## src/rtl/mw_pkg.sv

```systemverilog
// Package: shared constants, command and state types, and the frame builder
// for the three-wire EEPROM host sequencer.
package mw_pkg;

    localparam int ADDR_W  = 10;
    localparam int DATA_W  = 16;
    localparam int HDR_W   = 4 + ADDR_W;          // start pair + op code + address
    localparam int FRAME_W = HDR_W + DATA_W;      // longest frame (write)

    typedef enum logic [1:0] {
        MW_READ  = 2'd0,
        MW_WRITE = 2'd1,
        MW_WREN  = 2'd2,
        MW_WRDIS = 2'd3
    } mw_op_e;

    typedef enum logic [2:0] {
        ST_IDLE,
        ST_GAP,
        ST_SHIFT,
        ST_RDATA,
        ST_WGAP,
        ST_POLL
    } mw_state_e;

    // Build a left-aligned serial frame; the low DATA_W bits are sent only for writes.
    function automatic logic [FRAME_W-1:0] mw_frame(input mw_op_e op,
                                                    input logic [ADDR_W-1:0] addr,
                                                    input logic [DATA_W-1:0] wd);
        logic [FRAME_W-1:0] f;
        case (op)
            MW_READ:  f = {2'b01, 2'b10, addr, {DATA_W{1'b0}}};
            MW_WRITE: f = {2'b01, 2'b01, addr, wd};
            MW_WREN:  f = {2'b01, 2'b00, 2'b11, {(ADDR_W-2){1'b0}}, {DATA_W{1'b0}}};
            default:  f = {2'b01, 2'b00, {ADDR_W{1'b0}}, {DATA_W{1'b0}}};
        endcase
        return f;
    endfunction

endpackage

```

## src/rtl/mw_sat_counter.sv

```systemverilog
// Saturating up-counter: counts enabled cycles since the last clear and
// reports when LIMIT has been reached. Assumes LIMIT >= 1.
module mw_sat_counter #(
    parameter int LIMIT = 25
) (
    input  logic clk,
    input  logic rst_n,
    input  logic clear,
    input  logic inc,
    output logic reached
);
    localparam int CW = $clog2(LIMIT + 1);

    logic [CW-1:0] cnt_q;

    assign reached = (cnt_q == CW'(LIMIT));

    // Count up while enabled, hold at the limit, restart on clear.
    always_ff @(posedge clk) begin
        if (!rst_n)                cnt_q <= '0;
        else if (clear)            cnt_q <= '0;
        else if (inc && !reached)  cnt_q <= cnt_q + 1'b1;
    end

    p_hold_limit_r4: assert property (@(posedge clk) disable iff (!rst_n)
        (reached && !clear) |=> reached);

endmodule

```

## src/rtl/mw_sk_gen.sv

```systemverilog
// Serial clock timebase: while enabled, emits a one-cycle tick every
// `half` system cycles (0 treated as 1). Each tick is one SK half-period.
// Assumes `half` is held stable while enabled.
module mw_sk_gen #(
    parameter int DIV_W = 8
) (
    input  logic             clk,
    input  logic             rst_n,
    input  logic             en,
    input  logic [DIV_W-1:0] half,
    output logic             tick
);
    logic [DIV_W-1:0] cnt_q;
    logic [DIV_W-1:0] last;

    assign last = (half == '0) ? '0 : half - 1'b1;
    assign tick = en && (cnt_q >= last);

    // Cycle counter inside the current half-period; idle at zero when disabled.
    always_ff @(posedge clk) begin
        if (!rst_n || !en) cnt_q <= '0;
        else if (tick)     cnt_q <= '0;
        else               cnt_q <= cnt_q + 1'b1;
    end

    p_cnt_bound_r3: assert property (@(posedge clk) disable iff (!rst_n)
        en |-> (cnt_q <= last));

endmodule

```

## src/rtl/mw_eeprom_host.sv

```systemverilog
// Host sequencer for a 1024x16 three-wire serial EEPROM. Takes one command at
// a time, serialises the frame on mw_cs/mw_sk/mw_di, collects read data from
// mw_do (dropping the leading dummy bit), and polls busy/ready after writes.
// Assumes sk_half is stable for the duration of a command and that the device
// samples mw_di and updates mw_do on rising edges of mw_sk.
module mw_eeprom_host
    import mw_pkg::*;
#(
    parameter int DIV_W      = 8,
    parameter int CNT_W      = 11,
    parameter int CS_GAP     = 25,
    parameter int POLL_LIMIT = 1000000
) (
    input  logic              clk,
    input  logic              rst_n,
    input  logic [DIV_W-1:0]  sk_half,
    input  logic              cmd_valid,
    output logic              cmd_ready,
    input  logic [1:0]        cmd_op,
    input  logic [ADDR_W-1:0] cmd_addr,
    input  logic [DATA_W-1:0] cmd_wdata,
    input  logic [CNT_W-1:0]  cmd_count,
    output logic [DATA_W-1:0] rd_data,
    output logic              rd_valid,
    output logic              done,
    output logic              err_timeout,
    output logic              mw_cs,
    output logic              mw_sk,
    output logic              mw_di,
    input  logic              mw_do
);
    localparam int BC_W = $clog2(FRAME_W + 1);
    localparam int RB_W = $clog2(DATA_W + 1);

    mw_state_e          state_q;
    mw_op_e             op_q;
    logic [FRAME_W-1:0] frame_q;
    logic [BC_W-1:0]    bit_cnt_q;
    logic [RB_W-1:0]    rbit_q;
    logic [CNT_W-1:0]   words_q;
    logic [DATA_W-2:0]  rshift_q;
    logic [DATA_W-1:0]  rd_next;
    logic [DATA_W-1:0]  rd_data_q;
    logic               cs_q, sk_q, di_q;
    logic               rd_valid_q, done_q, err_q;
    logic               tick, gap_ok, timed_out, sk_en;

    assign cmd_ready   = (state_q == ST_IDLE);
    assign rd_next     = {rshift_q, mw_do};
    assign sk_en       = (state_q == ST_SHIFT) || (state_q == ST_RDATA) || (state_q == ST_POLL);
    assign mw_cs       = cs_q;
    assign mw_sk       = sk_q;
    assign mw_di       = di_q;
    assign rd_data     = rd_data_q;
    assign rd_valid    = rd_valid_q;
    assign done        = done_q;
    assign err_timeout = err_q;

    mw_sk_gen #(.DIV_W(DIV_W)) i_sk_gen (
        .clk(clk), .rst_n(rst_n), .en(sk_en), .half(sk_half), .tick(tick)
    );

    mw_sat_counter #(.LIMIT(CS_GAP)) i_gap_cnt (
        .clk(clk), .rst_n(rst_n), .clear(cs_q), .inc(1'b1), .reached(gap_ok)
    );

    mw_sat_counter #(.LIMIT(POLL_LIMIT)) i_poll_cnt (
        .clk(clk), .rst_n(rst_n), .clear(state_q != ST_POLL), .inc(1'b1),
        .reached(timed_out)
    );

    // Transaction sequencer: frame shift, read streaming and busy polling.
    always_ff @(posedge clk) begin
        if (!rst_n) begin
            state_q    <= ST_IDLE;
            op_q       <= MW_READ;
            frame_q    <= '0;
            bit_cnt_q  <= '0;
            rbit_q     <= '0;
            words_q    <= '0;
            rshift_q   <= '0;
            rd_data_q  <= '0;
            cs_q       <= 1'b0;
            sk_q       <= 1'b0;
            di_q       <= 1'b0;
            rd_valid_q <= 1'b0;
            done_q     <= 1'b0;
            err_q      <= 1'b0;
        end else begin
            rd_valid_q <= 1'b0;
            done_q     <= 1'b0;
            err_q      <= 1'b0;
            case (state_q)
                ST_IDLE: begin
                    if (cmd_valid) begin
                        op_q      <= mw_op_e'(cmd_op);
                        frame_q   <= mw_frame(mw_op_e'(cmd_op), cmd_addr, cmd_wdata);
                        bit_cnt_q <= (mw_op_e'(cmd_op) == MW_WRITE) ? BC_W'(FRAME_W)
                                                                    : BC_W'(HDR_W);
                        words_q   <= (cmd_count == '0) ? CNT_W'(1) : cmd_count;
                        state_q   <= ST_GAP;
                    end
                end
                ST_GAP: begin
                    if (gap_ok) begin
                        cs_q    <= 1'b1;
                        di_q    <= frame_q[FRAME_W-1];
                        state_q <= ST_SHIFT;
                    end
                end
                ST_SHIFT: begin
                    if (tick) begin
                        if (!sk_q) begin
                            sk_q      <= 1'b1;
                            bit_cnt_q <= bit_cnt_q - 1'b1;
                        end else begin
                            sk_q <= 1'b0;
                            if (bit_cnt_q == '0) begin
                                di_q <= 1'b0;
                                if (op_q == MW_READ) begin
                                    // This falling edge samples the dummy bit; it is dropped.
                                    rbit_q  <= RB_W'(DATA_W);
                                    state_q <= ST_RDATA;
                                end else if (op_q == MW_WRITE) begin
                                    cs_q    <= 1'b0;
                                    state_q <= ST_WGAP;
                                end else begin
                                    cs_q    <= 1'b0;
                                    done_q  <= 1'b1;
                                    state_q <= ST_IDLE;
                                end
                            end else begin
                                frame_q <= frame_q << 1;
                                di_q    <= frame_q[FRAME_W-2];
                            end
                        end
                    end
                end
                ST_RDATA: begin
                    if (tick) begin
                        if (!sk_q) begin
                            sk_q <= 1'b1;
                        end else begin
                            sk_q     <= 1'b0;
                            rshift_q <= rd_next[DATA_W-2:0];
                            if (rbit_q == RB_W'(1)) begin
                                rd_data_q  <= rd_next;
                                rd_valid_q <= 1'b1;
                                rbit_q     <= RB_W'(DATA_W);
                                if (words_q == CNT_W'(1)) begin
                                    cs_q    <= 1'b0;
                                    done_q  <= 1'b1;
                                    state_q <= ST_IDLE;
                                end else begin
                                    words_q <= words_q - 1'b1;
                                end
                            end else begin
                                rbit_q <= rbit_q - 1'b1;
                            end
                        end
                    end
                end
                ST_WGAP: begin
                    if (gap_ok) begin
                        cs_q    <= 1'b1;
                        state_q <= ST_POLL;
                    end
                end
                ST_POLL: begin
                    if (timed_out) begin
                        cs_q    <= 1'b0;
                        err_q   <= 1'b1;
                        done_q  <= 1'b1;
                        state_q <= ST_IDLE;
                    end else if (tick && mw_do) begin
                        cs_q    <= 1'b0;
                        done_q  <= 1'b1;
                        state_q <= ST_IDLE;
                    end
                end
                default: state_q <= ST_IDLE;
            endcase
        end
    end

    // Idle means the link is parked.
    p_idle_parked_r9: assert property (@(posedge clk) disable iff (!rst_n)
        cmd_ready |-> (!mw_cs && !mw_sk));
    // Select only rises once the gap counter has seen enough low cycles.
    p_cs_gap_r4: assert property (@(posedge clk) disable iff (!rst_n)
        $rose(cs_q) |-> $past(gap_ok));
    // DI is held through each SK high phase.
    p_di_hold_r3: assert property (@(posedge clk) disable iff (!rst_n)
        (sk_q && $past(sk_q)) |-> $stable(di_q));
    // SK never toggles outside a select window.
    p_sk_in_cs_r3: assert property (@(posedge clk) disable iff (!rst_n)
        sk_q |-> cs_q);
    // Polling keeps SK low.
    p_poll_sk_low_r7: assert property (@(posedge clk) disable iff (!rst_n)
        (state_q == ST_POLL) |-> !sk_q);
    // Timeout error ends the command with select released.
    p_timeout_done_r8: assert property (@(posedge clk) disable iff (!rst_n)
        err_q |-> (done_q && !cs_q));
    // Read strobe and done are single-cycle pulses.
    p_valid_pulse_r5: assert property (@(posedge clk) disable iff (!rst_n)
        rd_valid_q |=> !rd_valid_q);
    p_done_pulse_r9: assert property (@(posedge clk) disable iff (!rst_n)
        done_q |=> !done_q);

endmodule

```

## config.mk

```make
export PLATFORM = sky130hd
export DESIGN_NAME = mw_eeprom_host
export DESIGN_NICKNAME = d
export VERILOG_FILES = /design/src/rtl/mw_pkg.sv /design/src/rtl/mw_sat_counter.sv /design/src/rtl/mw_sk_gen.sv /design/src/rtl/mw_eeprom_host.sv
export SDC_FILE = /design/constraint.sdc
export NUM_CORES = 1
export LEC_CHECK = 0
export ABC_AREA = 0
export BUFFER_PORTS_ARGS = -buffer_cell sky130_fd_sc_hd__buf_2
export CAP_MARGIN = 20
export CORE_UTILIZATION = 45
export CTS_BUF_LIST = sky130_fd_sc_hd__clkbuf_4
export CTS_CLUSTER_SIZE = 16
export DETAILED_ROUTE_END_ITERATION = 6
export PLACE_DENSITY = 0.78
export SYNTH_ARGS = -nofsm -noshare
export SYNTH_HDL_FRONTEND = slang
export SYNTH_HIERARCHICAL = 1
export SYNTH_SLANG_ARGS = --single-unit
```

## constraint.sdc

```tcl
create_clock -name clk -period 3.4 [get_ports clk]
set_input_delay 0.51 -clock clk [delete_from_list [all_inputs] [get_ports clk]]
set_output_delay 0.51 -clock clk [all_outputs]
set_load 0.005 [all_outputs]
```

==> impl_results.md, run 1 <==
* Status: completed
* Tmin final at roughly 3200 ps
* WP buf/inv at 4
* Num Clock Sinks at 126
* GRT overflow at 0
* Endpoints failing setup at 0
* Cell area power density at roughly 540 nW/um^2
* Leak pwr at about 0.0029 uW
* Layout cells sized above 1 at between 10% and 20%
* Post-synth EDFFs at 0
* Core footprint at 13450 um^2
* Post-Route WL at around 14 mm
* Power, Total at around 4000 uW
* Max-cap check violation count at 0
* CP peak stage delay at between 400 and 500 ps
* CP Max Fanout at 6
* Met2 global-route usage at ~33%
* CTS buffer count at 17
* Via density at between 5 and 6
* First-pass GRT wire length at approximately 24 mm
* Initial DRC count at about 400
* Die Area at 14510 um^2
* Crit. End Element: flip-flop
* Area of the multi-input gates at approximately 3700 um^2
* Nets at 931
* Int Pwr at around 2600 uW
* TritonCTS clock tree: built
* Post-route setup TNS at 0 ps
* Worst VDD drop at approximately 0.00035 V
* CP Launch Point: sk_half[1]
* Mapped Cells at 775
* Drt first pass iters at 6
* Top cell type's share of synthesized area at 39.94%
* GRT met1 Usage at between 20% and 30%
* Hold/Removal Path Class: input pin to flip-flop
* Largest net degree at the start of global routing at 52
* RSZ-0062 raised after global routing: no
* CTS max path bufs at 2
* DRC at 0
* Seq pwr share at approximately 46%
* Commonest non-fill, non-tap cell in the layout: dfxtp_1
* Worst Tran Pin Value at between 800 and 900 ps
* Post-synthesis register bit count at 126
* Main synth FF type: dfxtp_1
* Number of global-route vias before repair at between 5000 and 6000
* Distinct cells, synth at between 60 and 70
* Sequential-to-total area share from yosys stat at between 30% and 40%
* Hold Crit Start: cmd_wdata[0]
* Area growth from synthesis to layout at 17.63%
* Drt wl/cell at roughly 13 um
* Initial Utilization at a little under half
* Crit-path cells: buf_2, inv_12, ha_4, nor2b_4, nand3b_1, or3_4, buf_4, nand2_1, ha_1, a211o_1, a31oi_4, nor3_1, o21a_1, buf_4, and2_4, a21oi_2, a211o_1, or4_1, a21oi_1
* H-tree depth at 4
* # diodes at 0
* WP data arrival at 3690 ps
* Fin. Hold Viols at 0
* Max frequency at 309.4 MHz
* Post-DP HPWL at ~9.7 mm
* FF/Latch Area at about 2500 um^2
* Worst Skew at roughly 13 ps
* Sw Ratio at 34.49%
* Clock Power Share at about a quarter
* CTS Hold Bufs at 0
* Met3 GRT Util at under 10%
* Syn. warnings at 6
* Initial antenna violation count at 0
* Dominant cell type by area after synthesis: dfxtp_1
* CP delay by family, top: simple AND/OR/NAND/NOR gates
* Post-route clock period utilization at 95.05%
* Asr flop ratio synth at 0%
* Avg Cell Area, Syn at 8.148 um^2
* DR vias at between 5000 and 6000
* Place WS at -469.1 ps
* Port buffer count at 73
* Slowest-stage cell, CP: or4_1
* Routability cong. at 0.8610
* Reg clk slew, reported paths at 100 ps
* Rel. slew slack at 40.51%
* WS Path Type: input pin to flip-flop
* Combinational share of power at 28.3%
* Chip width at roughly 120 um
* GR peak layer: met2
* Mapped cell area at between 6000 and 7000 um^2
* NetSw at about 1400 uW
* WP data required at 3860 ps
* # fillers at 1260
* Clk_lat worst skew at around 520 ps
* Antenna Violating Nets Remaining at 0
* Slew Limit Fails at 0
* Final worst setup slack at between 150 and 200 ps
* R2R Path Start: i_sk_gen/cnt_q[0]
* Commonest cells after routing, fill and taps aside: dfxtp_1 (126), nand2_1 (88), nor2_1 (82)
* Gr usage total at around 20%
* Die Y at 120.5 um
* Crit path launch type: input pin
* Rows at 42
* Top-level I/O count at between 70 and 80
* Clk root buf: clkbuf_4
* Top post-synthesis cells by area: dfxtp_1 (40%), a21oi_1 (6.3%), nand2_1 (5.3%)
[power groups by stage]
stage	registers (uW)	logic [uW]	clock network, uW
finish	1810	1130	1040
CTS	1810	1120	1070
global route	1840	1260	1140
floorplan	1790	864	0
detailed placement	1840	1110	0
global placement	1840	1100	0
[cells in the mapped netlist (9+ instances only)]
| cell | instances |
|---|---|
| xor2_1 | 16 |
| or4_1 | 10 |
| a22oi_1 | 20 |
| ha_1 | 20 |
| nand3_1 | 32 |
| nand2b_1 | 11 |
| nor3_1 | 17 |
| o311ai_0 | 9 |
| inv_1 | 18 |
| nand2_1 | 89 |
| nor2_1 | 84 |
| a21oi_1 | 80 |
| and3_1 | 17 |
| o21ai_0 | 23 |
| dfxtp_1 | 126 |
| clkbuf_1 | 40 |
| a211oi_1 | 28 |
| o31ai_1 | 10 |
[per-stage QoR]
stage / std cells / utilization [%] / hold slack [ps] / cell area [um^2]
2_1_floorplan: 786 / - / 430.0 / 6494
3_5_place_dp: 1017 / 53.11 / 445.5 / 7144
6_report: 1049 / 55.22 / 234.9 / 7428
3_3_place_gp: 1017 / 53.11 / 442.1 / 7144
4_1_cts: 1049 / 55.19 / 183.9 / 7425
5_1_grt: 1049 / 55.22 / 193.8 / 7428
[cell families after synthesis]
kind of cell / Yosys count / synth area share [%]
and+or+nand+nor: 327 / 26.89
AOI/OAI and AO/OA: 205 / 20.98
DFF: 126 / 39.94
buffers and inverters: 68 / 4.200
xor gates and xnor gates: 24 / 3.329
adders and majority gates: 20 / 3.963
muxes: 4 / 0.6341
other: 1 / 0.05938
[worst register-to-register path, cell delays in order, from the launching register on]
cell,delay [ps]
dfxtp_1,420
inv_1,100
ha_4,260
nand2b_4,110
a31oi_4,70
nor3_1,190
o21a_1,170
buf_4,140
and2_4,160
a21oi_2,50
a211o_1,360
or4_1,420
a21oi_1,130
[flip-flops by register name, summed over array words and instances (netlist names), 2 cells and up]
register          cells
rbit_q                5
state_q               3
bit_cnt_q             5
i_gap_cnt/cnt_q       5
rshift_q             15
op_q                  2
frame_q              30
i_poll_cnt/cnt_q     20
rd_data              16
words_q              11
i_sk_gen/cnt_q        8
[layer usage]
layer  vias up  part of all wire, %
li1       2956                    -
met3        15                  5.0
met2       153                   46
met1      2690                   48
met4         0                 0.82
met5         -                    0
[area by class of cell]
| cell class | count | area share, % |
|---|---|---|
| Clock buffer | 17 | 1.718 |
| Timing Repair Buffer | 104 | 8.893 |
| Tap cell | 176 | 2.964 |
| Sequential cell | 126 | 33.96 |
| Clock inverter | 15 | 2.055 |
| Inverter | 19 | 1.230 |
| Multi-Input combinational cell | 592 | 49.18 |
[path summary, 6_finish.rpt]
path | endpoint | slack, ps | cells after the start
worst max-delay path | state_q[1] | 170 | 19
worst min-delay path | frame_q[0] | 230 | 3
worst max register to register | state_q[1] | 750 | 12
worst min register to register | rd_data[2] | 460 | 2
[repair_timing]
item,4_1_cts,5_1_grt
setup endpoints to repair,0,10
gates resized for setup,0,2
buffers inserted,0,0
Power figures use the tool's default switching activity.
==> run 2, diff against run 1 <==
Settings changed: CORE_ASPECT_RATIO set to 2, CORE_MARGIN set to 2.
==> impl_results.md, run 2 (same netlist as run 1, synthesis figures left out) <==
* Seq pwr share at 46.6% (+1.1 points)
* Initial antenna violation count at 1 (+1)
* Chip width at 87.77 um (-27%)
* Status: completed
* Slew Limit Fails at 0 (unchanged)
* Hold/Removal Path Class: input pin to flip-flop
* Biggest register: frame_q
* Gr usage total at 21.02% (+0.83 points)
* Via density at 5.537 (about the same)
* Top-level I/O count at 74 (unchanged)
* Largest net degree at the start of global routing at 50 (-3.8%)
* R2R Path Start: i_poll_cnt/cnt_q[2]
* Hold-critical path endpoint: frame_q[0]
* Setup Fix Bufs, Post-CTS at 0 (unchanged)
* Num Clock Sinks at 126 (unchanged)
* CTS max path bufs at 2 (unchanged)
* Number of global-route vias before repair at 5662 (+8.1%)
* Antenna Violating Nets Remaining at 0 (unchanged)
* GRT overflow at 0 (unchanged)
* Tmin final at 3166 ps (-65.37 ps)
* CP Max Fanout at 5 (-1)
* Place WS at -335.0 ps (+134.2 ps)
* Post-Route WL at 15.00 mm (+7.3%)
* Port buffer count at 73 (unchanged)
* Hold Crit Start: cmd_wdata[0]
* CTS Hold Bufs at 0 (unchanged)
* Endpoints failing setup at 0 (unchanged)
* DRC at 0 (unchanged)
* Die Area at 15050 um^2 (+3.7%)
* CTS buffer count at 17 (unchanged)
* TritonCTS clock tree: built
* Post-route clock period utilization at 93.13% (-1.9 points)
* Drt first pass iters at 5 (-1)
* Clk_lat worst skew at 540 ps (+20 ps)
* WS Path Type: input pin to flip-flop
* Initial Utilization at 45.71% (-1.2 points)
* Layout cells sized above 1 at 19.52% (+0.16 points)
* WP data required at 3850 ps (about the same)
* Area of placed instances at 7133 um^2 (-0.16%)
* Core footprint at 13810 um^2 (+2.7%)
* Drt wl/cell at 14.14 um (+6.1%)
* Leak pwr at 0.002845 uW (-1.3%)
* Final worst setup slack at 233.5 ps (+65.37 ps)
* Rows at 61 (+45%)
* Commonest cells after routing, fill and taps aside: dfxtp_1 (126), nand2_1 (88), nor2_1 (82)
* Largest register FFs at 30 (unchanged)
* Int Pwr at 2484 uW (-4.7%)
* Routability cong. at 0.8712 (+1.2%)
* Cell area power density at 527.5 nW/um^2 (-1.5%)
* Final Util at 53.56% (-1.7 points)
* Nets at 929 (-0.21%)
* Crit path launch type: input pin
* Crit. End Element: flip-flop
* Worst VDD drop at 0.0004337 V (+24%)
* Reg2reg end: mw_cs
* First-pass GRT wire length at 25.36 mm (+5.4%)
* Fin. Hold Viols at 0 (unchanged)
* NetSw at 1420 uW (+3.5%)
* Hold Path Stages at 3 (unchanged)
* Post-cts repair resize count at 0 (unchanged)
* Worst Skew at 24.68 ps (+12.16 ps)
* Initial DRC count at 243 (-40%)
* Post-DP HPWL at 10.95 mm (+13%)
* Area growth from synthesis to layout at 17.18%
* Worst Tran Pin Value at 886.1 ps (-6.227 ps)
* Clock Power Share at 24.3% (-1.9 points)
* RSZ-0062 raised after global routing: no
* Clk root buf: clkbuf_4
* Sw Ratio at 36.37% (+1.9 points)
* R2R depth at 8 (-4)
* FF-to-FF setup slack at 740 ps (about the same)
* Reg clk slew, reported paths at 110 ps (about the same)
* DR vias at 5875 (+1.0%)
* Max-cap check violation count at 0 (unchanged)
* Power, Total at 3904 uW (-1.9%)
* Max frequency at 315.8 MHz (+2.1%)
* Commonest non-fill, non-tap cell in the layout: dfxtp_1
* Rel. slew slack at 40.93% (+0.42 points)
* H-tree depth at 4 (unchanged)
* Die Y at 171.5 um (+42%)
* WP data arrival at 3620 ps (-70 ps)
* Combinational share of power at 29.1% (+0.8 points)
* Final Cell Area at 7400 um^2 (-0.39%)
* Post-route setup TNS at 0 ps (unchanged)
## run 2: worst max path at each step
| stage | from | end | slack [ps] | cells past startpoint |
|---|---|---|---|---|
| global route | sk_half[1] | words_q[3] | 10 | 19 |
| floorplan | sk_half[1] | mw_cs | -2 | 16 |
| finish | sk_half[1] | mw_cs | 230 | 18 |
| global placement | sk_half[1] | words_q[1] | -280 | 18 |
| CTS | sk_half[1] | words_q[10] | 240 | 18 |
| detailed placement | sk_half[1] | words_q[1] | -330 | 19 |
## run 2: layout make-up
type | count | area, um^2
flip-flops and latches | 126 | 2522
inverters | 19 | 91.34
multi-input cells | 592 | 3657
well taps | 189 | 236.5
diodes | 1 | 2.502
clock buffers | 18 | 135.1
clock inverters | 14 | 121.4
fillers | 1333 | 6415
repair buffers | 102 | 633.1
## run 2: power groups by stage
stage	logic [uW]	registers [uW]	clock network (uW)
6_report	1140	1820	949
3_5_place_dp	1130	1850	0
5_1_grt	1280	1840	1040
3_3_place_gp	1100	1840	0
2_1_floorplan	864	1790	0
4_1_cts	1130	1810	981
## run 2: layer usage
metal / vias to the layer above / track usage [%] / wire length, um
met4: 0 / 11.24 / 558
met5: - / 0 / 0
met1: 2743 / 22.36 / 5925
met2: 131 / 37.22 / 8019
met3: 36 / 5.086 / 499
li1: 2965 / - / -
## run 2: stage by stage
step,hold slack [ps],std cells
global route,180.7,1061
global placement,444.7,1028
detailed placement,448.1,1028
floorplan,430.0,786
finish,237.8,1061
CTS,185.8,1060
## run 2: critical path, stage by stage
cell	delay (ps)
buf_2	150
inv_12	60
ha_4	120
nor2b_4	130
nand3b_1	100
or3_4	390
and2_4	160
ha_4	240
nand2b_4	110
a31oi_4	70
nor3_1	190
o21a_1	150
buf_4	120
and2_4	170
a21oi_2	50
a211o_1	340
or4_1	410
a21oi_1	140
==> run 3, diff against run 2 <==
Clock period 3.4 ns to 2.9 ns, I/O delays scaled along.
==> impl_results.md, run 3 (same netlist as run 1, synthesis figures left out) <==
* Post-Route WL at 17.91 mm (+19%)
* Slew Limit Fails at 0 (unchanged)
* Clk root buf: clkbuf_4
* H-tree depth at 4 (unchanged)
* DR vias at 6253 (+6.4%)
* # fillers at 1132 (-15%)
* Gr usage total at 21.96% (+0.93 points)
* Clk_lat worst skew at 530 ps (about the same)
* Tmin final at just under 3000 ps
* Fin. Hold Viols at 0 (unchanged)
* Core footprint at 13810 um^2 (unchanged)
* Num Clock Sinks at 126 (unchanged)
* Routability cong. at 0.9032 (+3.7%)
* Worst path most repeated cell: buf_6
* Hold/Removal Path Class: input pin to flip-flop
* Final worst setup slack at -77.67 ps (-311.2 ps)
* Port buffer count at 73 (unchanged)
* Commonest cells after routing, fill and taps aside: dfxtp_1 (126), buf_2 (71), nand2_1 (68)
* Area growth from synthesis to layout at 36.99%
* WS Path Type: input pin to flip-flop
* Number of global-route vias before repair at 5822 (+2.8%)
* First-pass GRT wire length at 26.54 mm (+4.6%)
* Post-DP HPWL at 11.12 mm (+1.6%)
* Crit. End Element: flip-flop
* Via density at 5.690 (+2.8%)
* Worst VDD drop at 0.0004587 V (+5.8%)
* WP data required at 3310 ps (-540 ps)
* CP Max Fanout at 6 (+1)
* Biggest register: frame_q
* WP data arrival at 3390 ps (-230 ps)
* DRC at 0 (unchanged)
* TritonCTS clock tree: built
* Initial DRC count at 295 (+21%)
* Drt first pass iters at 5 (unchanged)
* Max frequency at 335.8 MHz
* Max-cap check violation count at 0 (unchanged)
* Top-level I/O count at 74 (unchanged)
* Worst Skew at 25.13 ps (+0.4479 ps)
* RSZ-0062 raised after global routing: yes
* CP peak stage delay at 360 ps (-50 ps)
* Antenna Violating Nets Remaining at 0 (unchanged)
* Failing checks: setup timing
* Die Area at 15050 um^2 (unchanged)
* Cell area power density at 622.7 nW/um^2 (+18%)
* Initial Utilization at 45.71% (unchanged)
* Chip width at 87.77 um (unchanged)
* Endpoints failing setup at 59 (+59)
* Slowest-stage cell, CP: or3_4
* Status: complete, but fails checks
* CTS buffer count at 17 (unchanged)
* Rows at 61 (unchanged)
* Rel. slew slack at 29.22% (-12 points)
* GRT overflow at 0 (unchanged)
* Initial antenna violation count at 1 (unchanged)
* Dpl cells at 1040 (+1.2%)
* Final Cell Area at 8651 um^2 (+17%)
* Commonest non-fill, non-tap cell in the layout: dfxtp_1
* Largest net degree at the start of global routing at 61 (+22%)
* Area of placed instances at 7251 um^2 (+1.6%)
* Drt wl/cell at 16.29 um (+15%)
* Non-Filler Instances at 1099 (+3.6%)
* Worst hold slack at 154.9 ps (-82.84 ps)
* CTS max path bufs at 2 (unchanged)
* Post-route clock period utilization at 102.7%
* Crit path launch type: input pin
* Worst Tran Pin Value at 1062 ps (+175.6 ps)
* Largest register FFs at 30 (unchanged)
* Leak pwr at 0.003390 uW (+19%)
* Layout cells sized above 1 at 35.75% (+16 points)
* Die Y at 171.5 um (unchanged)
* Reg clk slew, reported paths at 120 ps (about the same)
* Crit-path cells: buf_12, inv_12, ha_4, nor2b_4, nand3b_1, or3_4, o21ai_2, ha_1, a211o_1, a31oi_4, nor3_2, o21a_2, buf_6, and2_4, buf_6, and3_4, clkbuf_16, nand3_4, a21oi_2
* Nets at 967 (+4.1%)
run 3: cell count changes in the layout (fill, tap and decap cells not counted), sizes merged:
cell	change
bufinv	+2
or2	+1
and3	+1
clkinvlp	-3
clkinv	-2
buf	+30
clkbuf	+3
inv	+4
nand2	+2
run 3: metal layers:
layer  routed length, um  GRT usage (%)
met5                   0              0
met4                 733          12.91
met3                 532          3.551
met2                9928          40.35
met1                6711          22.58
run 3: final timing paths:
check | start | endpoint | slack, ps | cells after the start
worst max-delay path | sk_half[1] | rd_data[1] | -80 | 19
worst min-delay path | cmd_wdata[0] | frame_q[0] | 150 | 3
worst max register to register | i_poll_cnt/cnt_q[7] | state_q[1] | 260 | 8
worst min register to register | rd_data[2] | rd_data[2] | 470 | 2
run 3: power breakdown:
part           total (uW)  leakage, uW  internal (uW)  switching [uW]
sequential           2140      0.00102           1930             207
clock                1350     0.000164            611             743
combinational        1890      0.00220            875            1020
run 3: repair_timing:
item	CTS	global route
hold buffers	0	0
setup endpoints to repair	72	87
hold endpoints to repair	0	0
buffers inserted	9	6
resized for setup	15	169
cloned	3	9
pin swaps	10	34
run 3: cell type report:
type	count	area (um^2)	area share (%)
multi-input combinational	596	4363	50.43
sequential	126	2522	29.16
timing repair buffer	136	1122	12.97
tap	189	236.5	2.734
clock inverter	15	185.2	2.141
clock buffer	17	127.6	1.475
inverter	19	91.34	1.056
antenna	1	2.502	0.02893
run 3: metrics by stage:
step                      utilization (%)  TNS (ps)  setup slack (ps)  power [uW]
after floorplan                         -    -31640            -425.9        3114
after global placement              52.49    -50830            -705.8        3502
after detailed placement            52.49    -57980            -788.3        3514
after CTS                           56.33    -2.145            -2.145        5005
after global routing                62.62     -7710            -160.4        5683
final                               62.62     -1749            -77.67        5387
run 3: worst max-delay path: cells and delay by family:
kind                       cells  cell delay (ps)
buffers and inverters          5              600
adders and majority gates      2              370
and+or+nand+nor                7             1130
AOI/OAI and AO/OA              5              860
